===== config.mk =====
export PLATFORM = sky130hd
export DESIGN_NAME = chlcd_host_port
export DESIGN_NICKNAME = d
export VERILOG_FILES = /design/src/rtl/chlcd_pkg.sv /design/src/rtl/chlcd_decode.sv /design/src/rtl/chlcd_busy.sv /design/src/rtl/chlcd_addr.sv /design/src/rtl/chlcd_ram.sv /design/src/rtl/chlcd_host_port.sv
export SDC_FILE = /design/constraint.sdc
export NUM_CORES = 1
export LEC_CHECK = 0
export ABC_AREA = 1
export BUFFER_PORTS_ARGS = -buffer_cell sky130_fd_sc_hd__buf_2
export CAP_MARGIN = 25
export CORE_ASPECT_RATIO = 1.75
export CORE_UTILIZATION = 47
export DETAILED_ROUTE_END_ITERATION = 7
export HOLD_SLACK_MARGIN = 0.12
export PLACE_DENSITY = 0.63
export SYNTH_ARGS = -nofsm -noshare
export SYNTH_HDL_FRONTEND = slang
export SYNTH_SLANG_ARGS = --single-unit

===== constraint.sdc =====
create_clock -name clk -period 4.6 [get_ports clk]
set_input_delay 0.69 -clock clk [delete_from_list [all_inputs] [get_ports clk]]
set_output_delay 0.69 -clock clk [all_outputs]
set_load 0.02 [all_outputs]

===== src/rtl/chlcd_pkg.sv =====
package chlcd_pkg;
  localparam int BUS_W = 8;
  localparam int DD_AW = 7;
  localparam int CG_AW = 5;
  localparam int DD_DW = 8;
  localparam int CG_DW = 5;

  typedef enum logic [2:0] {
    OP_NONE, OP_STATUS, OP_DD_SET, OP_CG_SET, OP_ENTRY, OP_WRITE, OP_READ
  } op_e;

  // Next counter value after a data access; in character-generator mode the
  // counter lives in the low CG_AW bits and wraps there.
  function automatic logic [DD_AW-1:0] step_addr(input logic [DD_AW-1:0] a,
                                                 input logic up, input logic cg);
    logic [DD_AW-1:0] n;
    n = up ? a + 1'b1 : a - 1'b1;
    if (cg) n = {{(DD_AW-CG_AW){1'b0}}, n[CG_AW-1:0]};
    return n;
  endfunction
endpackage


===== src/rtl/chlcd_decode.sv =====
module chlcd_decode
  import chlcd_pkg::*;
(
  input  logic             stb,
  input  logic             rs,
  input  logic             rw,
  input  logic [BUS_W-1:0] din,
  output op_e              op
);
  always_comb begin
    op = OP_NONE;
    if (stb) begin
      unique case ({rs, rw})
        2'b01: op = OP_STATUS;
        2'b10: op = OP_WRITE;
        2'b11: op = OP_READ;
        default: begin
          if (din[7])                          op = OP_DD_SET;
          else if (din[6])                     op = OP_CG_SET;
          else if (din[5:3] == 3'b000 && din[2]) op = OP_ENTRY;
          else                                 op = OP_NONE;
        end
      endcase
    end
  end
endmodule


===== src/rtl/chlcd_busy.sv =====
module chlcd_busy #(
  parameter int CYC = 4
) (
  input  logic clk,
  input  logic rst_n,
  input  logic load,
  output logic busy
);
  localparam int CW = $clog2(CYC + 1);
  logic [CW-1:0] cnt;

  always_ff @(posedge clk) begin
    if (!rst_n)          cnt <= '0;
    else if (load)       cnt <= CW'(CYC);
    else if (cnt != '0)  cnt <= cnt - 1'b1;
  end

  assign busy = (cnt != '0);

  a_r9_load_sets_busy: assert property (@(posedge clk) disable iff (!rst_n)
    load |=> busy);
  a_r9_count_bound: assert property (@(posedge clk) disable iff (!rst_n)
    cnt <= CW'(CYC));
endmodule


===== src/rtl/chlcd_addr.sv =====
module chlcd_addr
  import chlcd_pkg::*;
(
  input  logic             clk,
  input  logic             rst_n,
  input  op_e              op_acc,
  input  logic [BUS_W-1:0] din,
  output logic [DD_AW-1:0] ac,
  output logic             cg_sel,
  output logic             dir_up
);
  logic step_evt;
  assign step_evt = (op_acc == OP_WRITE) || (op_acc == OP_READ);

  always_ff @(posedge clk) begin
    if (!rst_n) begin
      ac     <= '0;
      cg_sel <= 1'b0;
      dir_up <= 1'b1;
    end else begin
      unique case (op_acc)
        OP_DD_SET: begin
          ac     <= din[DD_AW-1:0];
          cg_sel <= 1'b0;
        end
        OP_CG_SET: begin
          ac     <= {{(DD_AW-CG_AW){1'b0}}, din[CG_AW-1:0]};
          cg_sel <= 1'b1;
        end
        OP_ENTRY: dir_up <= din[1];
        OP_WRITE, OP_READ: ac <= step_addr(ac, dir_up, cg_sel);
        default: ;
      endcase
    end
  end

  a_r2_cg_upper_zero: assert property (@(posedge clk) disable iff (!rst_n)
    cg_sel |-> ac[DD_AW-1:CG_AW] == '0);
  a_r7_access_moves: assert property (@(posedge clk) disable iff (!rst_n)
    step_evt |=> ac != $past(ac));
endmodule


===== src/rtl/chlcd_ram.sv =====
module chlcd_ram #(
  parameter int AW = 7,
  parameter int DW = 8
) (
  input  logic          clk,
  input  logic          we,
  input  logic [AW-1:0] addr,
  input  logic [DW-1:0] wdata,
  output logic [DW-1:0] rdata
);
  localparam int DEPTH = 1 << AW;
  logic [DW-1:0] mem [DEPTH];

  always_ff @(posedge clk) begin
    if (we) mem[addr] <= wdata;
  end

  assign rdata = mem[addr];
endmodule


===== src/rtl/chlcd_host_port.sv =====
module chlcd_host_port
  import chlcd_pkg::*;
#(
  parameter int BUSY_CYCLES = 4
) (
  input  logic             clk,
  input  logic             rst_n,
  input  logic             stb,
  input  logic             rs,
  input  logic             rw,
  input  logic [BUS_W-1:0] din,
  output logic [BUS_W-1:0] dout
);
  op_e              op_raw, op_acc;
  logic             busy, load, cg_sel, dir_up;
  logic [DD_AW-1:0] ac;
  logic [DD_DW-1:0] dd_rd;
  logic [CG_DW-1:0] cg_rd;
  logic             dd_we, cg_we;

  chlcd_decode u_dec (.stb(stb), .rs(rs), .rw(rw), .din(din), .op(op_raw));

  // Status reads always pass; everything else only when idle.
  always_comb begin
    op_acc = OP_NONE;
    if (op_raw == OP_STATUS)                  op_acc = OP_STATUS;
    else if (op_raw != OP_NONE && !busy)      op_acc = op_raw;
  end

  assign load  = (op_acc != OP_NONE) && (op_acc != OP_STATUS);
  assign dd_we = (op_acc == OP_WRITE) && !cg_sel;
  assign cg_we = (op_acc == OP_WRITE) &&  cg_sel;

  chlcd_busy #(.CYC(BUSY_CYCLES)) u_busy (
    .clk(clk), .rst_n(rst_n), .load(load), .busy(busy));

  chlcd_addr u_addr (
    .clk(clk), .rst_n(rst_n), .op_acc(op_acc), .din(din),
    .ac(ac), .cg_sel(cg_sel), .dir_up(dir_up));

  chlcd_ram #(.AW(DD_AW), .DW(DD_DW)) u_dd (
    .clk(clk), .we(dd_we), .addr(ac), .wdata(din[DD_DW-1:0]), .rdata(dd_rd));

  chlcd_ram #(.AW(CG_AW), .DW(CG_DW)) u_cg (
    .clk(clk), .we(cg_we), .addr(ac[CG_AW-1:0]), .wdata(din[CG_DW-1:0]),
    .rdata(cg_rd));

  always_ff @(posedge clk) begin
    if (!rst_n) dout <= '0;
    else if (op_acc == OP_STATUS) dout <= {busy, ac};
    else if (op_acc == OP_READ)
      dout <= cg_sel ? {{(BUS_W-CG_DW){1'b0}}, cg_rd} : dd_rd;
  end

  a_r1_status_shows_busy: assert property (@(posedge clk) disable iff (!rst_n)
    (stb && !rs && rw && busy) |=> dout[BUS_W-1]);
  a_r10_busy_keeps_dout: assert property (@(posedge clk) disable iff (!rst_n)
    (stb && !(!rs && rw) && busy) |=> $stable(dout));
endmodule


**Word level (Yosys, flattened, before mapping)**

Memory sizes are Yosys's and may differ from the RTL's. A register that Yosys moved wholly into a read port is not among the register bits.
Index checks and enable logic that the tools add are counted.

- Bits of input ports: 13
- Memories kept: 2
- Bits in writable memories: 1,184
- Output and inout port bits: 8
- Word-level logic and storage cells: 64
- Register bits after elaboration: 20

- Bitwise gates (word level): 1
- $add $sub $neg: 3
- Reduce and logical (&&, ||, !) cells: 17
- Mux-type cells: 24
- Equal/unequal tests: 11

Memories:

| memory | words | width | rd ports | clocked after memory_dff | write ports | line | text |
|---|---|---|---|---|---|---|---|
| u_dd.mem | 128 | 8 | 1 | 1 | 1 | chlcd_ram.sv:12 | `logic [DW-1:0] mem [DEPTH];` |
| u_cg.mem | 32 | 5 | 1 | 1 | 1 | chlcd_ram.sv:12 |  |

Operators by type and width:

| cell | number |
|---|---|
| $mux 7 | 4 |
| $mux 3 | 8 |
| $mux 8 | 3 |
| $pmux 7 s3 | 1 |
| $reduce_bool 3->1 | 4 |
| $mux 5 | 2 |
| $eq 3x3->1 const B | 3 |
| $pmux 3 s3 | 1 |
| $add 7x1->7 const B | 1 |
| $sub 7x1->7 const B | 1 |
| $eq 3x1->1 const B | 2 |
| $eq 3x2->1 const B | 2 |
| $reduce_bool 2->1 | 3 |
| $logic_and 1x1->1 | 5 |
| $eq 2x2->1 const B | 2 |
| $mux 1 | 4 |
| $reduce_or 2->1 | 2 |
| $logic_not 3->1 | 1 |
| $ne 3x1->1 const B | 1 |
| $sub 3x1->3 const B | 1 |
| $eq 2x1->1 const B | 1 |
| $logic_not 1->1 | 2 |
| $pmux 1 s2 | 1 |
| $not 1->1 | 1 |

**Longest topological paths before layout**

- Depth in word-level cells: 16
- Gate-level depth with buffers: 17
- Gate-level depth less buffers: 15

**Modules after synthesis**

From an unflattened synthesis, not the netlist that was laid out.

- Cell total of the unflattened synthesis: 5,349
- Area, all modules: 52,223.8 um2

By module, submodules not included:

| module | cells each | times used | area each (um2) |
|---|---|---|---|
| chlcd_ram (u_dd) | 4,394 | 1 | 43,815.8 |
| chlcd_ram (u_cg) | 678 | 1 | 6,780.3 |
| chlcd_addr | 114 | 1 | 708.2 |
| chlcd_host_port | 116 | 1 | 626.9 |
| chlcd_busy | 27 | 1 | 178.9 |
| chlcd_decode | 20 | 1 | 113.9 |

**Worst setup path before layout**

Ideal clock, no wire load.

- Path kind: input-to-reg
- Start point: in rw
- End point: mem u_dd.mem[0][0] (enable)
- Data arrival time: 2,395 ps
- Slack: 1,835 ps
- Stages on the path: 11
- Buffers on the path: 1
- Data required time: 4,230 ps
- Library setup time: 370 ps
- Path through: inv_1 > ha_1 > inv_1 > o31ai_1 > nand2_1 > nor2_4 > nand2_1 > nor2_4 > buf_4 > nand4_1 > nor2_1

- Cells in the longest elaborated chain, start to end: 11

Ends and longest elaborated chain:

| what | line | text |
|---|---|---|
| start: declaration | chlcd_host_port.sv:10 | `input logic rw,` |
| $eq 2x2->1 / $eq 2x1->1 (equally long branches) | chlcd_decode.sv:13 | `unique case ({rs, rw})` |
| $pmux 3 s3 (*) | chlcd_decode.sv:13 |  |
| $mux 3 (*) | chlcd_decode.sv:12 | `if (stb) begin` |
| $reduce_bool 3->1 | chlcd_host_port.sv:27 | `else if (op_raw != OP_NONE && !busy) op_acc = op_raw;` |
| $logic_and 1x1->1 | chlcd_host_port.sv:27 |  |
| $mux 3 | chlcd_host_port.sv:27 |  |
| $mux 3 (*) | chlcd_host_port.sv:26 | `if (op_raw == OP_STATUS) op_acc = OP_STATUS;` |
| $eq 3x3->1 (*) | chlcd_host_port.sv:31 | `assign dd_we = (op_acc == OP_WRITE) && !cg_sel;` |
| $logic_and 1x1->1 (*) | chlcd_host_port.sv:31 |  |
| $mux 1 (*) | chlcd_ram.sv:15 | `if (we) mem[addr] <= wdata;` |
| $mux 1 (not written as such) (*) | chlcd_ram.sv:15 |  |
| end: declaration | chlcd_ram.sv:12 |  |

Every way passes the cells marked *; elsewhere a longest branch is shown, timed or not.

**Worst setup path in the final report**

- Start point: reg u_busy.cnt[0]
- End point: mem u_dd.mem[12][2] (enable)

- Cells in the longest elaborated chain, start to end: 9

Ends and longest elaborated chain:

| what | line | text |
|---|---|---|
| start: declaration | chlcd_busy.sv:10 | `logic [CW-1:0] cnt;` |
| start signal: assignment | chlcd_busy.sv:14 | `else if (load) cnt <= CW'(CYC);` |
| start signal: assignment | chlcd_busy.sv:15 | `else if (cnt != '0) cnt <= cnt - 1'b1;` |
| $reduce_bool 3->1 | chlcd_busy.sv:18 | `assign busy = (cnt != '0);` |
| $logic_not 1->1 | chlcd_host_port.sv:27 |  |
| $logic_and 1x1->1 | chlcd_host_port.sv:27 |  |
| $mux 3 | chlcd_host_port.sv:27 |  |
| $mux 3 | chlcd_host_port.sv:26 |  |
| $eq 3x3->1 | chlcd_host_port.sv:31 |  |
| $logic_and 1x1->1 | chlcd_host_port.sv:31 |  |
| $mux 1 | chlcd_ram.sv:15 |  |
| $mux 1 (not written as such) | chlcd_ram.sv:15 |  |

No other way between the ends.

==> results.toml <==
[routing]
avgViaCountPerCell = 5.92
drtPass1Iterations = 6
drc = 0
drt_iter0_drc = 3438
top_layer = "met4"
antenna_left = 0
vias = 32500
finalWirelength_um = 144000
wl_per_cell_um = 26.3
wirelength_met1_um = 52200
wl_met2_um = 73100
met3_length_um = 9410

[critical_path]
start_kind = "flop"
end_kind = "flop"
max_stage_delay_ns = 0.73
cp_max_fo = 16
worst-path-buf-inv = 3
crit_family = "simple AND/OR/NAND/NOR gates"
slowest_stage = "nor2_1"
crit_required_ns = 4.94
criticalPathCategory = "flop to flop"
critPathArrivalTime_ns = 3.81
crit_chain = "inv_1, ha_1, ha_1, inv_1, nor2_2, nand2_1, nor2_4, buf_12, nand4_1, nor2_1"

[synth]
synth-adder-area-share = 0.00319
ys_seq_elements = 1211
avgSynthCellArea_um2 = 12.0
seq_area_frac_synth = 0.729
yosys.area_share.simple = 0.151
synth_ff_type = "edfxtp_1"
synth_top_family_by_area = "simple AND/OR/NAND/NOR gates"
synth_most_common_cell = "edfxtp_1"
yosys.area_share.xor_xnor = 0.000531
yosys.area.top_type = "edfxtp_1"
synth_cell_type_count = 41
synth-async-reset-ratio = 0
syn-num-nets = 4145
synth_commonest_cells = "1,184 x edfxtp_1, 708 x nand2_1, 602 x nor2_1"
synth_warnings = 0
synth_top_area_frac = 0.718
synth-edff-count = 1184
synth_compound_area_frac = 0.0805
synth.area.mux_share = 0
syn_area_um2 = 49500
netlist_instances = 4120
yosys-top-cells-area = "edfxtp_1 72%, nand2_1 5.4%, nor2_1 4.6%"

[placement]
finalWeightedCongestion = 0.962
dpl.hpwl_um = 90400
placed_cell_area_um2 = 50800
port_buffers = 20

[floorplan]
dieWidth_um = 247
coreArea_um2 = 105000
rows = 157
ioPinCount = 21
initial_core_util = 0.474
die_h_um = 431
dieArea_um2 = 107000

[power_and_ir_drop]
comb_power_share = 0.174
p_sw_mw = 7.44
p_int_mw = 18.1
ir_drop_mv = 0.600
netSwitchingFraction = 0.291
p_seq_frac = 0.480
p_leak_nw = 18.2
pwr-share-clk = 0.345
pwr_density_cell_nw_per_um2 = 472

[clock_tree]
clock_latency_ns = 0.71
cts_tree = "yes"
cts_root_buf = "clkbuf_16"
cts_inserted_buffers = 98
clk_pin_slew_ns = 0.07
postCtsSetupRepairBufs = 0
cts.repair.resized = 0
clkSinkCount = 1211
hold_buffers = 0
cts_buffer_depth = 3
cts_max_level = 3

[sta]
slew_headroom = 0.273
max_freq_ghz = 0.288
post-route-period-util = 0.755
hold_viol_final = 0
setup-violations-final = 0
post-route-min-period_ns = 3.47
drv_slew = 0
finalSetupTns_ns = 0
rsz0062_at_grt = "false"
finalClockSkew_ns = 0.0220
worstMarginPinSlew_ns = 1.09

[layout]
antenna_cells = 0
fillers = 9092
final_area_um2 = 54200
layout-drive-gt1-share = 0.0697
nets = 4082
area_growth_pct = 9.48

[global_routing]
track_usage = 0.271
grt_max_degree = 162
grt_pass1_wl_um = 209000
antenna_found_initial = 1
grt_pass1_vias = 31600
grt-ovfl-total = 0

[status]
status = "completed"

[run]
cap_violations = 0

[worst_hold_path]
hold_path_class = "input pin to flop"
[sequential cells by signal, summed over array words and instances, names as in the netlist, named ones only]
name	count
u_busy.cnt	3
dout	8
u_addr.ac	7
u_addr.dir_up	1
u_cg.mem	160
u_addr.cg_sel	1
u_dd.mem	1024
[cell families after synthesis]
group / Yosys count
buffers and inverters: 357
adder cells (fa/ha/maj): 12
AND/OR/NAND/NOR: 1810
flip-flops: 1211
AO/OA/AOI/OAI: 727
XOR/XNOR: 3
[layout make-up]
class	instances	area, um^2	share of cell area
clock buffers	111	2570	0.0475
repair buffers	117	1100	0.0202
inverters	77	318	0.00587
well taps	1351	1690	0.0312
flip-flops and latches	1211	36100	0.666
clock inverters	65	763	0.0141
multi-input cells	2552	11600	0.215
[routing by layer]
metal | up-vias | GRT usage
met5 | - | 0
met4 | 0 | 0.164
met3 | 334 | 0.0396
met2 | 1543 | 0.464
met1 | 15900 | 0.322
li1 | 14700 | -
[final timing paths]
kind,startpoint,to,slack [ns],cells past startpoint
worst min-delay path,din[6],u_dd.mem[21][6],0.26,1
worst min register to register,u_busy.cnt[0],u_busy.cnt[0],0.46,2
worst max register to register,u_busy.cnt[0],u_dd.mem[12][2],1.13,10
worst max-delay path,u_busy.cnt[0],u_dd.mem[12][2],1.13,10
[power groups by stage]
stage / Sequential, mW / Clock, mW / Combinational [mW]
after floorplan: 12.4 / 0 / 2.66
after global placement: 12.5 / 0 / 4.36
after detailed placement: 12.5 / 0 / 4.37
after CTS: 12.3 / 8.89 / 4.38
after global routing: 12.3 / 9.27 / 4.74
final: 12.3 / 8.83 / 4.46
[stage by stage]
stage / hold WS, ns / instances / setup WS [ns] / utilization / power, mW
final: 0.264 / 5484 / 1.13 / 0.518 / 25.6
after global routing: 0.229 / 5484 / 0.990 / 0.518 / 26.3
after CTS: 0.207 / 5484 / 1.19 / 0.518 / 25.6
after detailed placement: 0.453 / 5308 / 0.618 / 0.487 / 16.9
after global placement: 0.445 / 5307 / 0.643 / 0.486 / 16.9
after floorplan: 0.433 / 4120 / 1.83 / - / 15.1
[layout by cell type (no fill, tap or decap), types with 15 or more instances in the layout]
cell type  instances
edfxtp_1        1184
nand2_1          708
nor2_1           600
nand3_1          449
o21ai_0          413
o22ai_1          184
clkbuf_16        101
buf_4             81
inv_1             70
o21ai_1           44
a21oi_1           43
nor3_1            32
dfxtp_1           23
o211ai_1          21
buf_12            18
clkinv_1          16
bufinv_16         15
Note: power is estimated with default switching activity, not from simulation.
